===== config.mk =====
export PLATFORM = sky130hd
export DESIGN_NAME = slow_rtc
export DESIGN_NICKNAME = d
export VERILOG_FILES = /design/src/rtl/slow_rtc_pkg.sv /design/src/rtl/slow_rtc_tick.sv /design/src/rtl/slow_rtc_count.sv /design/src/rtl/slow_rtc_alarm.sv /design/src/rtl/slow_rtc.sv
export SDC_FILE = /design/constraint.sdc
export NUM_CORES = 1
export LEC_CHECK = 0
export ABC_AREA = 1
export BUFFER_PORTS_ARGS = -buffer_cell sky130_fd_sc_hd__buf_2
export CAP_MARGIN = 25
export CORE_MARGIN = 4
export CORE_UTILIZATION = 60
export DETAILED_ROUTE_END_ITERATION = 8
export GPL_TIMING_DRIVEN = 0
export MAX_ROUTING_LAYER = met4
export PLACE_DENSITY = 0.86
export SLEW_MARGIN = 40
export SYNTH_ARGS = -nofsm -noshare
export SYNTH_HDL_FRONTEND = slang
export SYNTH_SLANG_ARGS = --single-unit

===== constraint.sdc =====
create_clock -name clk -period 3.2 [get_ports clk]
set_input_delay 0.16 -clock clk [delete_from_list [all_inputs] [get_ports clk]]
set_output_delay 0.16 -clock clk [all_outputs]
set_load 0.1 [all_outputs]

===== src/rtl/slow_rtc_pkg.sv =====
package slow_rtc_pkg;
  localparam logic [7:0] OFS_CTRL   = 8'h04;
  localparam logic [7:0] OFS_FLAGS  = 8'h18;
  localparam logic [7:0] OFS_CNT_HI = 8'h1C;
  localparam logic [7:0] OFS_CNT_LO = 8'h20;
  localparam logic [7:0] OFS_ALARM  = 8'h24;
  localparam logic [7:0] OFS_GUARD  = 8'h30;

  localparam int CB_RUN  = 0;
  localparam int CB_ALM  = 1;
  localparam int CB_WAKE = 3;

  typedef struct packed {
    logic wake_en;
    logic alm_en;
    logic run;
  } ctrl_t;
endpackage


===== src/rtl/slow_rtc_tick.sv =====
module slow_rtc_tick #(
  parameter int SYNC_STAGES = 2
) (
  input  logic clk,
  input  logic rst_n,
  input  logic slow_clk,
  output logic tick
);
  logic [SYNC_STAGES:0] shr;

  always_ff @(posedge clk) begin
    if (!rst_n) shr <= '0;
    else        shr <= {shr[SYNC_STAGES-1:0], slow_clk};
  end

  assign tick = shr[SYNC_STAGES-1] & ~shr[SYNC_STAGES];
endmodule


===== src/rtl/slow_rtc_count.sv =====
module slow_rtc_count #(
  parameter int CNT_W = 47,
  parameter int LO_W  = 32,
  localparam int HI_W = CNT_W - LO_W
) (
  input  logic             clk,
  input  logic             rst_n,
  input  logic             tick,
  input  logic             run,
  input  logic             ld_lo,
  input  logic             ld_hi,
  input  logic [LO_W-1:0]  lo_val,
  input  logic [HI_W-1:0]  hi_val,
  output logic [CNT_W-1:0] cnt
);
  always_ff @(posedge clk) begin
    if (!rst_n) begin
      cnt <= '0;
    end else if (tick) begin
      if (ld_lo || ld_hi) begin
        if (ld_lo) cnt[LO_W-1:0]     <= lo_val;
        if (ld_hi) cnt[CNT_W-1:LO_W] <= hi_val;
      end else if (run) begin
        cnt <= cnt + 1'b1;
      end
    end
  end
endmodule


===== src/rtl/slow_rtc_alarm.sv =====
module slow_rtc_alarm #(
  parameter int SEC_W = 32
) (
  input  logic             clk,
  input  logic             rst_n,
  input  logic             tick,
  input  logic             arm,
  input  logic [SEC_W-1:0] secs,
  input  logic [SEC_W-1:0] target,
  input  logic             clr,
  output logic             flag
);
  logic hit;
  assign hit = tick && arm && (secs == target);

  always_ff @(posedge clk) begin
    if (!rst_n)   flag <= 1'b0;
    else if (hit) flag <= 1'b1;
    else if (clr) flag <= 1'b0;
  end
endmodule


===== src/rtl/slow_rtc.sv =====
module slow_rtc
  import slow_rtc_pkg::*;
#(
  parameter int SUB_W       = 15,
  parameter int SEC_W       = 32,
  parameter int DW          = 32,
  parameter int AW          = 8,
  parameter int SYNC_STAGES = 2
) (
  input  logic          clk,
  input  logic          rst_n,
  input  logic          slow_clk,
  input  logic          bus_rd,
  input  logic          bus_wr,
  input  logic [AW-1:0] bus_addr,
  input  logic [DW-1:0] bus_wdata,
  output logic [DW-1:0] bus_rdata,
  output logic          irq,
  output logic          wake
);
  localparam int CNT_W = SUB_W + SEC_W;
  localparam int HI_W  = CNT_W - DW;

  logic tick;
  logic [CNT_W-1:0] cnt;
  logic flag;

  ctrl_t ctrl_stage, ctrl_q;
  logic  ctrl_pend;
  logic [SEC_W-1:0] alarm_stage, alarm_q;
  logic             alarm_pend;
  logic [DW-1:0]    lo_stage;
  logic [HI_W-1:0]  hi_stage;
  logic             lo_pend, hi_pend;
  logic [DW-1:0]    guard_q;
  logic [DW-1:0]    rd_mux;

  logic wr_ctrl, wr_flags, wr_hi, wr_lo, wr_alarm, wr_guard;
  assign wr_ctrl  = bus_wr && (bus_addr == AW'(OFS_CTRL));
  assign wr_flags = bus_wr && (bus_addr == AW'(OFS_FLAGS));
  assign wr_hi    = bus_wr && (bus_addr == AW'(OFS_CNT_HI));
  assign wr_lo    = bus_wr && (bus_addr == AW'(OFS_CNT_LO));
  assign wr_alarm = bus_wr && (bus_addr == AW'(OFS_ALARM));
  assign wr_guard = bus_wr && (bus_addr == AW'(OFS_GUARD));

  slow_rtc_tick #(.SYNC_STAGES(SYNC_STAGES)) u_tick (
    .clk(clk), .rst_n(rst_n), .slow_clk(slow_clk), .tick(tick)
  );

  // Staging side: bus writes land here, ticks consume them.
  always_ff @(posedge clk) begin
    if (!rst_n) begin
      ctrl_stage  <= '0;
      ctrl_pend   <= 1'b0;
      ctrl_q      <= '0;
      alarm_stage <= '0;
      alarm_pend  <= 1'b0;
      alarm_q     <= '0;
      lo_stage    <= '0;
      hi_stage    <= '0;
      lo_pend     <= 1'b0;
      hi_pend     <= 1'b0;
      guard_q     <= '0;
    end else begin
      if (tick && ctrl_pend)  ctrl_q  <= ctrl_stage;
      if (tick && alarm_pend) alarm_q <= alarm_stage;

      if (wr_ctrl) begin
        ctrl_stage.run     <= bus_wdata[CB_RUN];
        ctrl_stage.alm_en  <= bus_wdata[CB_ALM];
        ctrl_stage.wake_en <= bus_wdata[CB_WAKE];
        ctrl_pend          <= 1'b1;
      end else if (tick) begin
        ctrl_pend <= 1'b0;
      end

      if (wr_alarm) begin
        alarm_stage <= bus_wdata[SEC_W-1:0];
        alarm_pend  <= 1'b1;
      end else if (tick) begin
        alarm_pend <= 1'b0;
      end

      if (wr_lo) begin
        lo_stage <= bus_wdata;
        lo_pend  <= 1'b1;
      end else if (tick) begin
        lo_pend <= 1'b0;
      end

      if (wr_hi) begin
        hi_stage <= bus_wdata[HI_W-1:0];
        hi_pend  <= 1'b1;
      end else if (tick) begin
        hi_pend <= 1'b0;
      end

      if (wr_guard) guard_q <= bus_wdata;
    end
  end

  slow_rtc_count #(.CNT_W(CNT_W), .LO_W(DW)) u_count (
    .clk(clk), .rst_n(rst_n), .tick(tick), .run(ctrl_q.run),
    .ld_lo(lo_pend && !ctrl_q.run), .ld_hi(hi_pend && !ctrl_q.run),
    .lo_val(lo_stage), .hi_val(hi_stage), .cnt(cnt)
  );

  slow_rtc_alarm #(.SEC_W(SEC_W)) u_alarm (
    .clk(clk), .rst_n(rst_n), .tick(tick), .arm(ctrl_q.alm_en),
    .secs(cnt[CNT_W-1:SUB_W]), .target(alarm_q),
    .clr(wr_flags && bus_wdata[0]), .flag(flag)
  );

  assign irq  = flag && ctrl_q.alm_en;
  assign wake = flag && ctrl_q.wake_en;

  always_comb begin
    rd_mux = '0;
    case (bus_addr)
      AW'(OFS_CTRL): begin
        rd_mux[CB_RUN]  = ctrl_q.run;
        rd_mux[CB_ALM]  = ctrl_q.alm_en;
        rd_mux[CB_WAKE] = ctrl_q.wake_en;
      end
      AW'(OFS_FLAGS):  rd_mux[0] = flag;
      AW'(OFS_CNT_HI): rd_mux[HI_W-1:0] = cnt[CNT_W-1:DW];
      AW'(OFS_CNT_LO): rd_mux = cnt[DW-1:0];
      AW'(OFS_ALARM):  rd_mux[SEC_W-1:0] = alarm_q;
      AW'(OFS_GUARD):  rd_mux = guard_q;
      default:         rd_mux = '0;
    endcase
  end

  always_ff @(posedge clk) begin
    if (!rst_n)      bus_rdata <= '0;
    else if (bus_rd) bus_rdata <= rd_mux;
  end
endmodule


* Yosys cells after proc, flatten, opt, wreduce, memory -nomap -nowiden
Index checks and enable logic that the tools add are counted.
** Word-level totals
- Bits in registers :: 236
- Bits in latches :: 0
- Bits in writable memories :: 0
- ROM bits :: 0
- Input bits :: 45
- Memories :: 0
** Operators by class
- Add/sub/neg operators :: 1
- Multiply operators :: 0
- Divide/modulo/power cells :: 0
- Magnitude comparators :: 0
- Equality and inequality tests :: 9
- Shifts and indexed selects :: 0
- Multiplexer cells :: 17
- Bitwise gates (word level) :: 2
- Reductions and logical operators :: 25
** Operators by type and width (count)
- 47-bit 2-to-1 mux :: 2
- 17-bit one-hot mux with 3 select lines :: 1
- 47-bit by 1-bit adder with 47-bit output (second input constant) :: 1
- 11-bit one-hot mux with 4 select lines :: 1
- 32-bit equality test :: 1
- 32-bit 2-to-1 mux :: 1
- 8-bit by 6-bit equality test with 1-bit output (second input constant) :: 3
- 8-bit by 5-bit equality test with 1-bit output (second input constant) :: 2
- 1-bit logical AND :: 15
- 15-bit 2-to-1 mux :: 1
- 2-bit nonzero test :: 6
- 1-bit one-hot mux with 5 select lines :: 2
- 8-bit by 3-bit equality test with 1-bit output (second input constant) :: 1
- 1-bit 2-to-1 mux :: 7
- 1-bit one-hot mux with 6 select lines :: 1
- 3-bit AND reduction :: 2
- 2-bit by 1-bit inequality test with 1-bit output (second input constant) :: 2
- 1-bit one-hot mux with 4 select lines :: 1
- 1-bit AND :: 1
- 1-bit zero test :: 1
- 1-bit logical OR :: 1
- 1-bit NOT :: 1

* Longest topological paths before layout
Gate-level depths: netlist (run 1).
- Depth in word-level cells :: 5
- Mapped depth :: 11
- Mapped depth without buffers :: 11

* Modules after synthesis
A second synthesis (run 1) with hierarchy kept.
** Unflattened totals
- Cell total of the unflattened synthesis :: 1768
- Area total of the unflattened synthesis :: 11618.6 um^2
** By module, submodules not included
- slow_rtc :: times used 1, cells an instance 966, area each 7305.8 um^2, seq. area each 3703.6 um^2
- slow_rtc_count :: times used 1, cells an instance 650, area each 3583.4 um^2, seq. area each 940.9 um^2
- slow_rtc_alarm :: times used 1, cells an instance 141, area each 636.9 um^2, seq. area each 20.0 um^2
- slow_rtc_tick :: times used 1, cells an instance 11, area each 92.6 um^2, seq. area each 60.1 um^2

* Least setup slack after synthesis (run 1)
Ideal clock, no wire load.
- Path kind :: register -> register
- Start :: register u_count.cnt[0]
- End :: register u_count.cnt[22]
- Library setup time :: 132 ps
- Data arrival time :: 1403 ps
- Required time :: 3068 ps
- Setup slack :: 1665 ps
- Cell stages (with the launch flop) :: 11
- Buffers on the path :: 0
- Period minus slack after synthesis :: 1535 ps
- Cells stage by stage :: dfxtp_1 -> ha_1 -> nand2_1 -> nor2_2 -> nand2_1 -> nor2_4 -> nand2_1 -> xor2_1 -> nand2_1 -> nand2_1 -> a21oi_1
** On the way
- Longest elaborated chain between the ends :: 3
** RTL lines
- from (decl) :: RTL line slow_rtc_count.sv:14 : output logic [CNT_W-1:0] cnt
- from (signal, indexed assignment) :: RTL line slow_rtc_count.sv:21 : if (ld_lo) cnt[LO_W-1:0] <= lo_val;
- from (signal, indexed assignment) :: RTL line slow_rtc_count.sv:22 : if (ld_hi) cnt[CNT_W-1:LO_W] <= hi_val;
- from (signal assigned) :: RTL line slow_rtc_count.sv:24 : cnt <= cnt + 1'b1;
- 47-bit by 1-bit adder with 47-bit output :: RTL line slow_rtc_count.sv:24
- 47-bit 2-to-1 mux :: RTL line slow_rtc_count.sv:23 : end else if (run) begin
- 47-bit 2-to-1 mux :: RTL line slow_rtc_count.sv:20 : if (ld_lo || ld_hi) begin
Every way passes these cells. The select of a mux whose other input is x is not followed.
A chain may end at the register's enable or synchronous reset.

* Worst setup path in the final report (run 1)
- Start :: register u_tick.shr[1]
- End :: register u_count.cnt[40]
** On the way
- Longest elaborated chain between the ends :: 2
** RTL lines
- from (decl) :: RTL line slow_rtc_tick.sv:9 : logic [SYNC_STAGES:0] shr;
- from (signal assigned) :: RTL line slow_rtc_tick.sv:13 : else shr <= {shr[SYNC_STAGES-1:0], slow_clk};
- 1-bit AND :: RTL line slow_rtc_tick.sv:16 : assign tick = shr[SYNC_STAGES-1] & ~shr[SYNC_STAGES];
- 3-bit AND reduction (no line)
Every way passes these cells.

==> results of run 1 <==
## cells in the mapped netlist (all sizes together)
library cell,n,area share
a211oi,5,0.0038
a21oi,210,0.093
a221oi,1,0.00077
a31oi,30,0.017
and2,2,0.0011
buf,42,0.021
clkbuf,55,0.018
dfxtp,236,0.42
ha,1,0.0011
inv,154,0.051
nand2,387,0.13
nand3,105,0.046
nand3b,1,0.00066
nand4,25,0.014
nor2,123,0.047
nor3,15,0.010
o211ai,13,0.0086
o21ai,223,0.099
o21bai,4,0.0026
o22ai,1,0.00055
o31ai,7,0.0046
xnor2,8,0.0062
xor2,11,0.0085
## stage by stage
step                      utilization  setup slack [ns]
final                           0.710             0.829
after global routing            0.710             0.763
after CTS                       0.710             0.931
after detailed placement        0.645             0.994
after global placement          0.645              1.00
after floorplan                     -              1.67
## registers in the layout, summed over array words and instances (netlist names), 3 cells and up
name         flops
bus_rdata       32
ctrl_stage       3
lo_stage        32
ctrl_q           3
u_tick.shr       3
alarm_stage     32
u_count.cnt     47
hi_stage        15
alarm_q         32
guard_q         32
## tightest hold or removal path, stage by stage
cell     delay, ns
buf_2         0.16
o21ai_0       0.10
nor2_1        0.09
## area by class of cell
type	instances	area, um^2
clock inverters	10	208
well taps	234	293
repair buffers	111	721
fillers	1545	5400
clock buffers	32	671
multi-input cells	1172	5600
inverters	154	578
flip-flops and latches	236	4720
plain buffers	97	444
## per-layer routing
| layer | GRT usage | vias up |
|---|---|---|
| li1 | - | 5804 |
| met1 | 0.591 | 5892 |
| met2 | 0.642 | 1091 |
| met3 | 0.103 | 255 |
| met4 | 0.215 | 0 |
| met5 | - | - |
## what timing repair did
item                                    CTS  global route
hold buffers                             33             0
setup buffers                             0             0
endpoints found under the setup margin    0             0
endpoints found under the hold margin    97             0
## cell families (layout without fill, tap and decap cells)
group	after synthesis	count (layout)	synth area share
simple gates	658	658	0.248
compound gates	494	494	0.229
buf+inv	251	404	0.0901
flops	236	236	0.417
xor+xnor	19	19	0.0147
fa+ha+maj	1	1	0.00110
## power breakdown
group | total, mW | switching, mW | internal, mW
Combinational | 0.282 | 0.203 | 0.0792
Clock | 3.15 | 1.26 | 1.89
Sequential | 2.95 | 0.00452 | 2.94
Total | 6.38 | 1.47 | 4.91
## cells in the final DEF (no fill, tap or decap), drive strengths merged
cell         count
dlygate4sd3     33
o211ai          13
o21bai           4
nand2          387
dfxtp          236
o21ai          223
xor2            11
clkinvlp         3
buf            120
clkbuf          87
nand3b           1
bufinv           5
o22ai            1
a221oi           1
xnor2            8
a31oi           30
nor3            15
ha               1
clkinv           2
o31ai            7
a211oi           5
inv            154
nand4           25
nand3          105
a21oi          210
nor2           123
and2             2
## worst max-delay path by stage
stage | startpoint | endpoint | slack, ns | depth (start not counted)
4_1_cts | u_tick.shr[1] | u_count.cnt[40] | 0.93 | 9
5_1_grt | u_tick.shr[1] | u_count.cnt[40] | 0.76 | 9
6_report | u_tick.shr[1] | u_count.cnt[40] | 0.83 | 9
3_3_place_gp | u_tick.shr[1] | u_count.cnt[5] | 1.00 | 8
3_5_place_dp | u_tick.shr[1] | u_count.cnt[44] | 0.99 | 9
2_1_floorplan | u_count.cnt[0] | u_count.cnt[22] | 1.67 | 10
==> run summary, run 1 <==
Status: finished clean
Reg-to-reg critical path endpoint: u_count.cnt[40]
Crit path buffers/inverters: 4
Hold WC Path Type: input port to flip-flop
Vias in the first global route: 11723
Cell occurring most often along the worst timing path: inv_1
Largest clock skew in the final design: 0.0392 ns
WL met2: 19.8 mm
Pwr per Cell Area: 482 nW/um^2
Clock slew seen by the registers of the worst setup and hold paths: 0.06 ns
Overall die area: 21200 um^2
CP endpoint kind: flip-flop
Critical path required time: 3.65 ns
Worst-path cell chain: inv_1, nor2_4, inv_1, a21oi_2, clkbuf_1, o21ai_0, inv_1, nand2_1, a21oi_1
Clk Latency, worst-skew pair: 0.56 ns
Minimum clock period after layout: 2.37 ns
Number of iterations in the first detailed-routing pass: 8
Num CTS Buffers: 24
Count of final hold-check violations: 0
Sink count of the clock tree: 236
Worst-case hold path end point: bus_rdata[0]
Fin nets: 1842
Number of antenna violations at the first check in global routing: 0
Area grow syn2layout: 16.7%
Routed length on met1: 18.2 mm
Number of synthesis warnings: 0
Cells on Worst Hold Path: 3
Crit Path Class: flip-flop to flip-flop
Netlist cell types: 39
Number of standard cells after synthesis: 1659
Min-delay src: bus_rd
Initial Util: 0.608
Crit-path leading delay family: compound AO/OA/AOI/OAI gates
Transition time at the pin with the least slew margin: 0.850 ns
Relative slew slack: 0.434
TritonCTS clock tree: built
Start of the worst register-to-register path: u_tick.shr[1]
Dpl cell area: 12000 um^2
Unrepaired setup endpoints after global routing: no
First-pass GRT wire length: 70.8 mm
Resize count post-CTS: 0
Final hold slack: 0.0254 ns
Horizontal die dimension: 145 um
Core box area: 18600 um^2
WL final: 47.9 mm
Crit path launch type: flip-flop
Sequential share of the synthesized area: 0.417
Share of the clock period used by the worst path after layout: 0.741
Final standard cell area without fillers: 13200 um^2
Dpl hpwl: 36.3 mm
Mean post-synth cell area: 6.84 um^2
Cell count after placement: 1971
Final setup violation count: 0
Final Power: 6.38 mW
Flop and latch count out of synthesis: 236
Maximum clock path buffer count: 3
Cell row count: 50
Slowest stage cell on the critical path: clkbuf_1
Layout Cells excl Fill: 2046
GR Util All Layers: 0.445
Max-slew violation count: 0
Last weighted congestion value of the routability-driven placer: 1.08
DR top layer: met4
Remaining antenna violation count: 0
Achievable frequency: 422 MHz
GRT overflow: 0
Number of violations of the max-capacitance limit: 0
Via-per-instance ratio: 6.37
Mapped Area: 11300 um^2
Antenna diode count: 0
Initial drt markers: 2299
Via count: 13042
Num ports: 79
Static Leak: 5.09 nW
Buffers added on ports: 78
Syn Nets: 1705
VDD IR max: 0.000509 V
Data arrival at the endpoint of the critical path: 2.82 ns
Level count of the clock H-tree: 1
Final sum of negative setup slack: 0 ns
Slowest stage delay, CP: 0.43 ns
Total met3 wirelength after detailed routing: 6.62 mm
CP max FO: 10
Fraction of layout instances using a drive strength above 1: 0.108
Average detailed-routed wire length per instance: 23.4 um
DRC violation count after routing: 0
Setup slack, reg-to-reg: 0.83 ns
Maximum number of pins on one net before global-route repair: 15
Cells on worst reg2reg path: 9
Die height: 145 um
Clock root buffer master: clkbuf_16
No activity file was read; power rests on OpenSTA's default activity.
==> inputs of run 2 (changes only) <==
Settings changed: ABC_AREA 1 to 0.
Clock period 3.2 ns to 2.2 ns, I/O delays scaled along.
==> run 2 against run 1 <==
Compared with the run above: the run now ends with negative setup slack left; wire length decreased by 12%; design area decreased by 3.1%; non-clock buffer count increased by 26; critical path depth decreased by 2; largest cell class unchanged; die area decreased by 4.9%.
==> run summary, run 2 <==
Share of the clock period used by the worst path after layout: 1.00
Sink count of the clock tree: 236
Num ports: 79
Main combinational cell family by area after synthesis: simple AND/OR/NAND/NOR gates
Layout Cells excl Fill: 1773
Syn Nets: 1442
Number of violations of the max-capacitance limit: 0
Static Leak: 4.51 nW
Max-slew violation count: 0
Number of standard cells after synthesis: 1396
GRT overflow: 0
Yosys top cell area share: 0.439
Adder-cell share of the synthesized area: 0.00116
Number of antenna violations at the first check in global routing: 0
Xor and xnor fraction of the mapped netlist area: 0.0261
Violated checks: negative setup slack
Area grow syn2layout: 19.3%
Relative slew slack: 0.389
Fraction of layout instances using a drive strength above 1: 0.142
Number of synthesis warnings: 0
Final setup violation count: 1
Most common cell after layout, fill and taps aside: nand2_1
Clock root buffer master: clkbuf_16
Ys async rst share: 0
Hold WC Path Type: input port to flip-flop
Minimum clock period after layout: 2.20 ns
Dominant cells by area after synthesis: dfxtp_1 (44%), nand2_1 (14%), a21oi_1 (9.6%)
Maximum number of pins on one net before global-route repair: 16
Cell row count: 48
DRC violation count after routing: 0
Mapped Area: 10800 um^2
Compound-gate portion of the synthesized area: 0.221
Netlist cell types: 66
Sequential share of the synthesized area: 0.439
Data arrival at the endpoint of the critical path: 2.60 ns
Final standard cell area without fillers: 12800 um^2
Die height: 142 um
Clock slew seen by the registers of the worst setup and hold paths: 0.07 ns
Clk Latency, worst-skew pair: 0.54 ns
Initial drt markers: 1859
TritonCTS clock tree: built
CP max FO: 10
Vias in the first global route: 10900
Fraction of the mapped netlist area in simple logic gates: 0.248
Dpl cell area: 11400 um^2
Crit Path Class: flip-flop to flip-flop
Prevailing post-synth register cell: dfxtp_1
Flip-flop count of the largest register after layout: 47
Fin nets: 1576
Pwr per Cell Area: 736 nW/um^2
Unrepaired setup endpoints after global routing: yes
Status: finished with violations
Number of iterations in the first detailed-routing pass: 9
Count of final hold-check violations: 0
Top library cells by usage in the layout, fill and taps aside: nand2_1 (390), dfxtp_1 (217), a21oi_1 (207)
Share of cell area taken by muxes after synthesis: 0.0113
Post-synthesis cell type with the largest combined area: dfxtp_1
Setup WS post-layout: -0.000460 ns
Cell count after placement: 1692
Remaining antenna violation count: 0
EDFF count, synth: 0
Num CTS Buffers: 24
Most numerous cell in the Yosys netlist: nand2_1
WL final: 42.0 mm
Horizontal die dimension: 142 um
Level count of the clock H-tree: 1
Final hold slack: 0.204 ns
Average detailed-routed wire length per instance: 23.7 um
Crit path launch type: flip-flop
Overall die area: 20100 um^2
Core box area: 17400 um^2
Via-per-instance ratio: 6.52
Last weighted congestion value of the routability-driven placer: 1.10
Antenna diode count: 0
Maximum clock path buffer count: 3
First-pass GRT wire length: 62.8 mm
Dpl hpwl: 29.3 mm
Achievable frequency: 454 MHz
Final Power: 9.44 mW
Mean post-synth cell area: 7.70 um^2
Largest clock skew in the final design: 0.0125 ns
Commonest cells post-synth: nand2_1 (392), dfxtp_1 (236), a21oi_1 (207)
VDD IR max: 0.000940 V
Critical path required time: 2.60 ns
Initial Util: 0.617
Largest Register: u_count.cnt
Transition time at the pin with the least slew margin: 0.916 ns
Flop and latch count out of synthesis: 236
Final sum of negative setup slack: -0.000460 ns
Buffers added on ports: 71
GR Util All Layers: 0.416
CP endpoint kind: flip-flop
Via count: 11566
==> run 2: changes by cell type after synthesis, sizes merged, moves of 13 or more <==
| cell | previous run | this run |
|---|---|---|
| a222oi | 0 | 14 |
| a22o | 0 | 21 |
| a22oi | 0 | 24 |
| a31oi | 30 | 11 |
| and2 | 2 | 16 |
| clkbuf | 55 | 91 |
| inv | 154 | 8 |
| nand3 | 105 | 30 |
| nor2 | 123 | 45 |
| nor4 | 0 | 13 |
| o21ai | 223 | 41 |
| or4 | 0 | 13 |
==> run 2: through the flow <==
stage,setup slack (ns),utilization
final,-0.000460,0.736
after global routing,-0.0598,0.736
after CTS,0.00251,0.728
after detailed placement,-0.572,0.654
after global placement,-0.625,0.654
after floorplan,0.106,-
==> run 2: logic make-up (layout without fill, tap and decap cells) <==
group / Yosys count / count (layout)
buffers and inverters: 134 / 286
adder cells (fa/ha/maj): 1 / 1
flip-flops: 236 / 236
AO/OA/AOI/OAI: 389 / 389
AND/OR/NAND/NOR: 592 / 592
XOR/XNOR: 32 / 32
multiplexers: 12 / 12
==> run 2: layer usage <==
metal / global-route usage / up-vias / share of wire
met5: - / - / 0
met4: 0.206 / 0 / 0.061
met1: 0.540 / 5263 / 0.36
met2: 0.627 / 912 / 0.44
met3: 0.0758 / 235 / 0.14
li1: - / 5156 / -
==> run 2: worst paths after layout <==
kind / slack (ns) / endpoint / cells after the start / from
worst min register to register: 0.45 / alarm_q[31] / 2 / alarm_stage[31]
worst max register to register: -0.0005 / u_count.cnt[10] / 7 / hi_pend
worst min-delay path: 0.20 / u_alarm.flag / 4 / bus_wr
worst max-delay path: -0.0005 / u_count.cnt[10] / 7 / hi_pend
==> run 2: worst max-delay path, stage by stage, from the launching register on <==
cell and delay (ns):
dfxtp_1 0.31, clkbuf_1 0.34, o21ba_2 0.28, clkbuf_2 0.30
clkbuf_2 0.35, nor2_1 0.08, a22oi_1 0.26, o21ai_0 0.15
==> run 2: layout make-up <==
cell class,instances,area (um^2)
clock inverter,13,160
inverter,8,30.0
timing repair buffer,120,808
buffer,114,515
tap,225,282
fill,1312,4590
sequential,236,4750
clock buffer,31,678
multi-input combinational,1026,5600
==> run 2: what timing repair did <==
item                       4_1_cts  5_1_grt
buffers inserted                 8        7
resized for setup               27       39
hold buffers                    34        0
hold endpoints to repair       118        0
pin swaps                        6        6
setup endpoints to repair       45       66
==> run 2: report_power, final <==
part	switching [mW]	leakage [nW]	internal, mW
registers	0.0996	1.91	4.33
logic	0.385	2.19	0.207
clock network	1.87	0.409	2.55
total	2.35	4.51	7.08
